### config.mk
export PLATFORM = sky130hd
export DESIGN_NAME = cfg_stream_mem
export DESIGN_NICKNAME = d
export VERILOG_FILES = /design/src/rtl/cfg_stream_pkg.sv /design/src/rtl/cfg_rom.sv /design/src/rtl/cfg_addr_ctr.sv /design/src/rtl/cfg_out_drv.sv /design/src/rtl/cfg_stream_mem.sv
export SDC_FILE = /design/constraint.sdc
export NUM_CORES = 1
export LEC_CHECK = 0
export ABC_AREA = 1
export BUFFER_PORTS_ARGS = -buffer_cell sky130_fd_sc_hd__buf_2
export CORE_ASPECT_RATIO = 0.6
export CORE_UTILIZATION = 35
export DETAILED_ROUTE_END_ITERATION = 10
export PLACE_DENSITY = 0.56
export SYNTH_ARGS = -nofsm -noshare
export SYNTH_HDL_FRONTEND = slang
export SYNTH_SLANG_ARGS = --single-unit
### constraint.sdc
create_clock -name clk_i -period 2.7 [get_ports clk_i]
set_input_delay 0.54 -clock clk_i [delete_from_list [all_inputs] [get_ports clk_i]]
set_output_delay 0.54 -clock clk_i [all_outputs]
set_load 0.005 [all_outputs]
### src/rtl/cfg_stream_pkg.sv
package cfg_stream_pkg;
  localparam int unsigned BYTE_W = 8;
  localparam int unsigned BIT_IW = 3;

  typedef enum logic {
    MODE_SER = 1'b0,
    MODE_PAR = 1'b1
  } out_mode_e;

  function automatic logic [BYTE_W-1:0] pat_byte(int unsigned a, int unsigned step,
                                                 int unsigned base);
    int unsigned v;
    v = (a * step + base) % 256;
    return v[BYTE_W-1:0];
  endfunction
endpackage

### src/rtl/cfg_rom.sv
module cfg_rom
  import cfg_stream_pkg::*;
#(
  parameter int unsigned MEM_BYTES = 16,
  parameter int unsigned PAT_STEP  = 37,
  parameter int unsigned PAT_BASE  = 5,
  localparam int unsigned AW = (MEM_BYTES > 1) ? $clog2(MEM_BYTES) : 1
) (
  input  logic [AW-1:0]     addr_i,
  output logic [BYTE_W-1:0] data_o
);
  logic [BYTE_W-1:0] rom [MEM_BYTES];

  for (genvar g = 0; g < MEM_BYTES; g++) begin : g_word
    assign rom[g] = pat_byte(g, PAT_STEP, PAT_BASE);
  end

  always_comb begin
    data_o = '0;
    if (int'(addr_i) < MEM_BYTES) data_o = rom[addr_i];
  end
endmodule

### src/rtl/cfg_addr_ctr.sv
module cfg_addr_ctr
  import cfg_stream_pkg::*;
#(
  parameter int unsigned MEM_BYTES = 16,
  localparam int unsigned AW = (MEM_BYTES > 1) ? $clog2(MEM_BYTES) : 1,
  localparam logic [AW-1:0] LAST_ADDR = AW'(MEM_BYTES - 1)
) (
  input  logic              clk_i,
  input  logic              rst_ni,
  input  logic              en_i,
  input  out_mode_e         mode_i,
  output logic [AW-1:0]     addr_o,
  output logic [BIT_IW-1:0] bit_o,
  output logic              done_o
);
  logic [AW-1:0]     addr_q;
  logic [BIT_IW-1:0] bit_q;
  logic              done_q;
  logic              at_last;

  always_comb begin
    if (mode_i == MODE_PAR) at_last = (addr_q == LAST_ADDR);
    else                    at_last = (addr_q == LAST_ADDR) && (bit_q == 3'd7);
  end

  always_ff @(posedge clk_i or negedge rst_ni) begin
    if (!rst_ni) begin
      addr_q <= '0;
      bit_q  <= '0;
      done_q <= 1'b0;
    end else if (!en_i) begin
      addr_q <= '0;
      bit_q  <= '0;
      done_q <= 1'b0;
    end else if (!done_q) begin
      if (at_last) begin
        done_q <= 1'b1;
      end else if (mode_i == MODE_PAR) begin
        addr_q <= addr_q + AW'(1);
      end else if (bit_q == 3'd7) begin
        bit_q  <= '0;
        addr_q <= addr_q + AW'(1);
      end else begin
        bit_q <= bit_q + 3'd1;
      end
    end
  end

  assign addr_o = addr_q;
  assign bit_o  = bit_q;
  assign done_o = done_q;

  assert_addr_in_range_R4: assert property (@(posedge clk_i) disable iff (!rst_ni)
    addr_q <= LAST_ADDR);

  assert_done_frozen_R5: assert property (@(posedge clk_i) disable iff (!rst_ni)
    (done_q && en_i) |=> (done_q && $stable(addr_q) && $stable(bit_q)));

  assert_deselect_clears_R6: assert property (@(posedge clk_i) disable iff (!rst_ni)
    !en_i |=> (addr_q == '0 && bit_q == '0 && !done_q));

  assert_par_advance_R2: assert property (@(posedge clk_i) disable iff (!rst_ni)
    (en_i && !done_q && mode_i == MODE_PAR && addr_q != LAST_ADDR)
      |=> (addr_q == $past(addr_q) + AW'(1)));
endmodule

### src/rtl/cfg_out_drv.sv
module cfg_out_drv
  import cfg_stream_pkg::*;
(
  input  logic              clk_i,
  input  logic              rst_ni,
  input  logic              en_i,
  input  logic              done_i,
  input  out_mode_e         mode_i,
  input  logic [BYTE_W-1:0] byte_i,
  input  logic [BIT_IW-1:0] bit_i,
  output logic              ser_o,
  output logic              ser_oe_o,
  output logic [BYTE_W-1:0] par_o,
  output logic              par_oe_o,
  output logic              cas_no
);
  logic live;

  assign live     = en_i && !done_i;
  assign ser_oe_o = live && (mode_i == MODE_SER);
  assign par_oe_o = live && (mode_i == MODE_PAR);
  assign ser_o    = ser_oe_o ? byte_i[3'd7 - bit_i] : 1'b0;
  assign par_o    = par_oe_o ? byte_i : '0;
  assign cas_no   = !(en_i && done_i);

  assert_single_oe_R3: assert property (@(posedge clk_i) disable iff (!rst_ni)
    $onehot0({ser_oe_o, par_oe_o}));

  assert_idle_when_off_R6: assert property (@(posedge clk_i) disable iff (!rst_ni)
    !en_i |-> (cas_no && !ser_oe_o && !par_oe_o));

  assert_handoff_quiet_R4: assert property (@(posedge clk_i) disable iff (!rst_ni)
    !cas_no |-> (!ser_oe_o && !par_oe_o));
endmodule

### src/rtl/cfg_stream_mem.sv
module cfg_stream_mem
  import cfg_stream_pkg::*;
#(
  parameter int unsigned MEM_BYTES = 16,
  parameter int unsigned PAT_STEP  = 37,
  parameter int unsigned PAT_BASE  = 5
) (
  input  logic       clk_i,
  input  logic       rst_ni,
  input  logic       ce_ni,
  input  logic       par_mode_i,
  output logic       ser_o,
  output logic       ser_oe_o,
  output logic [7:0] par_o,
  output logic       par_oe_o,
  output logic       cas_no
);
  localparam int unsigned AW = (MEM_BYTES > 1) ? $clog2(MEM_BYTES) : 1;

  logic              en;
  out_mode_e         mode;
  logic [AW-1:0]     addr;
  logic [BIT_IW-1:0] bit_idx;
  logic              done;
  logic [BYTE_W-1:0] rd_byte;

  assign en   = !ce_ni && rst_ni;
  assign mode = out_mode_e'(par_mode_i);

  cfg_addr_ctr #(.MEM_BYTES(MEM_BYTES)) u_ctr (
    .clk_i  (clk_i),
    .rst_ni (rst_ni),
    .en_i   (en),
    .mode_i (mode),
    .addr_o (addr),
    .bit_o  (bit_idx),
    .done_o (done)
  );

  cfg_rom #(.MEM_BYTES(MEM_BYTES), .PAT_STEP(PAT_STEP), .PAT_BASE(PAT_BASE)) u_rom (
    .addr_i (addr),
    .data_o (rd_byte)
  );

  cfg_out_drv u_drv (
    .clk_i    (clk_i),
    .rst_ni   (rst_ni),
    .en_i     (en),
    .done_i   (done),
    .mode_i   (mode),
    .byte_i   (rd_byte),
    .bit_i    (bit_idx),
    .ser_o    (ser_o),
    .ser_oe_o (ser_oe_o),
    .par_o    (par_o),
    .par_oe_o (par_oe_o),
    .cas_no   (cas_no)
  );
endmodule

# Yosys cells after proc, flatten, opt, wreduce, memory -nomap -nowiden
# Memory sizes are Yosys's and may differ from the RTL's.
# Cells that the tools add are included.
# word_totals
regBits	8
latchBits	0
ramBits	0
romBits	128
inputBits	4
out_inout_bits	12
memories	1
# op_classes
addsub	3
n_mul	0
div_mod_pow	0
n_lt_le_gt_ge	2
n_eq_ne	6
n_shift	0
mux	20
n_bitwise	2
reduce_logical	11
# memory_table
name	words	word_bits	read_ports	rd_clocked_by_memory_dff	wr	line	rtl
(name not given)	16	8	1	0	0	cfg_rom.sv:20	if (int'(addr_i) < MEM_BYTES) data_o = rom[addr_i];
# op_table
operator	n
$mux W8	3
$mux W4	5
$mux W3	5
$logic_and A1 B1 Y1	6
$mux W1	6
$ne A2 B2 Y1 const B	3
$reduce_and A3 Y1	2
$ge A5 B5 Y1 const B	1
$not A4 Y5	1
$add A4 B1 Y4 const B	1
$eq A4 B4 Y1 const B	1
$lt A3 B4 Y1 const B	1
$add A3 B1 Y3 const B	1
$bmux W1 S3	1
$eq A3 B3 Y1 const B	1
$logic_not A1 Y1	3
$ne A3 B3 Y1 const B	1
$sub A3 B3 Y3 const A	1
$not A1 Y1	1

# Longest topological paths before layout
# logic_depth
ltp_word	7
depth_mapped	11
mapped_depth_nobuf	11

# By module
# A second synthesis with hierarchy kept.
# unflattened
hier_cells	145
hier_area_um2	917.1
# modules_own_cells
mod	n_inst	cells_per_inst	area_per_inst_um2
cfg_addr_ctr	1	58	479.2
cfg_rom	1	44	255.2
cfg_out_drv	1	41	172.7
cfg_stream_mem	1	2	10.0

# Least setup slack after synthesis
# Ideal clock, no wire load.
# synth_path
kind	reg-to-output
start	register u_ctr.addr_q[0], in the netlist u_ctr.addr_o[0]
end	output ser_o
t_arrival_ps	1457
required_ps	2160
setup_slack_ps	703
path_stages_with_launch	12
path_buffers	0
path_cell_list	dfrtp_1 > inv_2 > ha_1 > inv_1 > nand2_1 > nand3_1 > nand3_1 > nand2_1 > nand2_1 > nand2_1 > nand2_1 > nor2_1
# synth_via
elab_chain_cells	7
# synth_rtl
item	line	rtl
from (decl)	cfg_addr_ctr.sv:16	logic [AW-1:0] addr_q;
from (signal assigned)	cfg_addr_ctr.sv:39	addr_q <= addr_q + AW'(1);
from (signal assigned)	cfg_addr_ctr.sv:42	addr_q <= addr_q + AW'(1);
$not A4 Y5 (implied by the code)	cfg_rom.sv:20	
$mem_v2 Z16 W8	-	
$mux W8 (implied by the code) (2 in series)	cfg_rom.sv:20	
$bmux W1 S3	cfg_out_drv.sv:22	assign ser_o = ser_oe_o ? byte_i[3'd7 - bit_i] : 1'b0;
$mux W1 (implied by the code)	cfg_out_drv.sv:22	
$mux W1	cfg_out_drv.sv:22	
to (decl)	cfg_stream_mem.sv:12	output logic ser_o,
# No other way between the ends. The select of a mux whose other input is x is not followed.

# Final worst setup path
# Same ends and word-level chain as after synthesis.

==> impl_metrics.py <==
metrics = {
    "clock_network": {
        "cts_max_level": 1,
        "clkTransAtPathRegs_ns": 0.04,
        "post_cts_buffers": 0,
        "post_cts_resized": 0,
        "clock_latency_ns": 0.23,
        "cts_tree": "yes",
        "numCtsBuffers": 3,
        "cts.sinks": 8,
        "clock_path_buffers": 2,
        "cts_root_buf": "clkbuf_8",
        "cts.hold.buffers_added": 0,
    },
    "floorplanning": {
        "ios": 16,
        "rows": 13,
        "start_util_pct": 37.5,
        "die_w_microns": 64.4,
        "design.core.area_sq_mm": 0.00218,
        "die_y_microns": 39.5,
        "die-area_sq_mm": 0.00254,
    },
    "finish": {
        "layoutNonFillerInstCount": 170,
        "area_delta_synth_final_pct": 18.8,
        "fillers": 225,
        "multi_input_area_sq_um": 537,
        "fin_area_sq_um": 972,
        "drive_gt1_share_pct": 23.6,
        "finalCoreUtilization_pct": 44.6,
        "n_antenna_cell": 0,
        "nets": 155,
        "regArea_sq_um": 200,
    },
    "setup_path": {
        "worstPathArrival_ns": 1.97,
        "crit_type": "flop to output port",
        "cp-end-kind": "output port",
        "cp_max_fo": 10,
        "cp_data_required_time_ns": 2.16,
        "startpoint_type": "flop",
    },
    "sta": {
        "setup_viol": 0,
        "period_share_pct": 92.8,
        "hold_viol_final": 0,
        "slew_headroom_pct": 73.6,
        "tns_ns": 0,
        "final.setup.worst_slack_ns": 0.194,
        "finalMaxSlewViolations": 0,
        "max_slew.worst_pin.slew_ns": 0.394,
        "rsz0062_at_grt": "false",
        "clock_skew_ns": 0.00333,
        "timing.final.crit_period_ns": 2.51,
        "max_freq_mhz": 399,
    },
    "yosys": {
        "yosysSeqAreaShare_pct": 24.5,
        "netlist_area_sq_um": 818,
        "yosys.area_share.simple_pct": 39.0,
        "synth_common_cells": "32 x nand2_1, 17 x nand3_1, 13 x inv_1",
        "syn_avg_cell_area_sq_um": 6.71,
        "yosys_register_bits": 8,
        "synth_adder_area_share_pct": 13.8,
        "synthCells": 122,
        "synth_top_family_by_area": "simple AND/OR/NAND/NOR gates",
        "synth.area.top_cells": "dfrtp_1 24%, nand2_1 15%, ha_1 14%, nand3_1 10%, inv_1 6.0%",
        "synth_top_area_share_pct": 24.5,
        "async_flop_share_pct": 100,
        "synth_compound_area_share_pct": 12.8,
        "synthDistinctLibCells": 22,
        "synth.net_count": 135,
        "ys.flop_type": "dfrtp_1",
        "yosys.area.top_type": "dfrtp_1",
        "synth_mux_area_share_pct": 0,
        "yosysMostFrequentCell": "nand2_1",
        "synth-xor-area-share_pct": 0,
        "synth_edf_count": 0,
        "synth_warnings": 0,
    },
    "place": {
        "port_buffers": 15,
        "dp_cells": 167,
        "place_congestion": 0.932,
        "hpwl_mm": 1.57,
        "pre_cts_ws_ns": 0.447,
        "place_area_sq_um": 931,
    },
    "detailed_routing": {
        "via_per_inst": 4.72,
        "wl_per_cell_microns": 11.5,
        "wirelength_mm": 1.95,
        "ant_nets": 0,
        "drc_errors": 0,
        "dr.pass1.iters": 5,
        "via_count": 802,
        "drt_iter0_drc": 73,
    },
    "run_status": {
        "status": "finished clean",
    },
    "power": {
        "p_leak_nw": 0.494,
        "powerDensity_mw_per_mm2": 349,
        "peakVddDrop_uv": 197,
    },
    "grt": {
        "gr-total-overflow": 0,
        "grt_use_total_pct": 17.4,
        "antenna_found_initial": 0,
        "grt_pass1_vias": 698,
        "grt_max_degree": 12,
        "grt_pass1_wl_mm": 3.24,
    },
    "flow_run": {
        "drv_cap": 0,
    },
    "hold_path": {
        "min_path_type": "input pin to asynchronous set/reset pin",
    },
}
[path summary, 6_finish.rpt]
kind	startpoint	end	slack, ns	cells past startpoint
max	u_ctr.addr_o[0]	ser_o	0.19	12
min	rst_ni	u_ctr.addr_o[3]	0.24	2
max reg2reg	u_ctr.bit_o[0]	u_ctr.bit_o[1]	0.97	9
min reg2reg	u_ctr.bit_o[2]	u_ctr.bit_o[2]	0.60	2
max in group asynchronous	rst_ni	u_ctr.bit_o[1]	2.33	2
min in group clk_i	u_ctr.bit_o[2]	u_ctr.bit_o[2]	0.60	2
[logic make-up after synthesis]
family	Yosys count
fa+ha+maj	9
buf+inv	19
compound gates	18
flops	8
simple gates	68
[through the flow]
step / hold WS [ns] / total power, mW
2_1_floorplan: 0.244 / 0.177
3_3_place_gp: 0.480 / 0.199
3_5_place_dp: 0.478 / 0.199
4_1_cts: 0.241 / 0.343
5_1_grt: 0.261 / 0.360
6_report: 0.238 / 0.339
[critical path, stage by stage (launching register included)]
cell	delay, ns
dfrtp_1	0.46
inv_2	0.14
ha_1	0.36
inv_1	0.13
nand2_1	0.08
nand3_1	0.09
nand3_1	0.08
nand2_1	0.06
nand2_1	0.05
nand2_1	0.05
nand2_1	0.04
nor2_1	0.08
buf_2	0.11
[final cells by class]
cell class,instances,area share (%)
clock buffer,3,4.25
sequential,8,20.6
tap,30,3.86
inverter,17,6.82
timing repair buffer,17,9.27
multi-input combinational,95,55.2
[cell usage in the layout (no fill, tap or decap), drive strengths merged]
cell	n
ha	9
nor2	15
dfrtp	8
o21a	1
o22ai	1
nand4	1
inv	17
nand2	33
nand3	18
buf	17
a21oi	7
a22oi	1
nor3	1
clkbuf	3
o21ai	8
[report_power, final]
part	total (mW)	switching, mW	leakage (nW)	internal (mW)
combinational	0.0659	0.0416	0.363	0.0244
sequential	0.132	0.00754	0.110	0.124
clock	0.142	0.0453	0.0216	0.0965
[registers in the layout, summed over array words and instances, names as in the netlist]
name,count
u_ctr.addr_o,4
u_ctr.bit_o,3
u_ctr.done_o,1
[metal layers]
| layer | GRT usage [%] | vias to the layer above | wire (microns) |
|---|---|---|---|
| met1 | 28.8 | 345 | 1180 |
| met3 | 2.91 | 2 | 87 |
| li1 | - | 436 | - |
| met2 | 20.8 | 19 | 674 |
| met4 | 5.00 | 0 | 12 |
| met5 | 0 | - | 0 |
(Power assumes the default switching activity.)
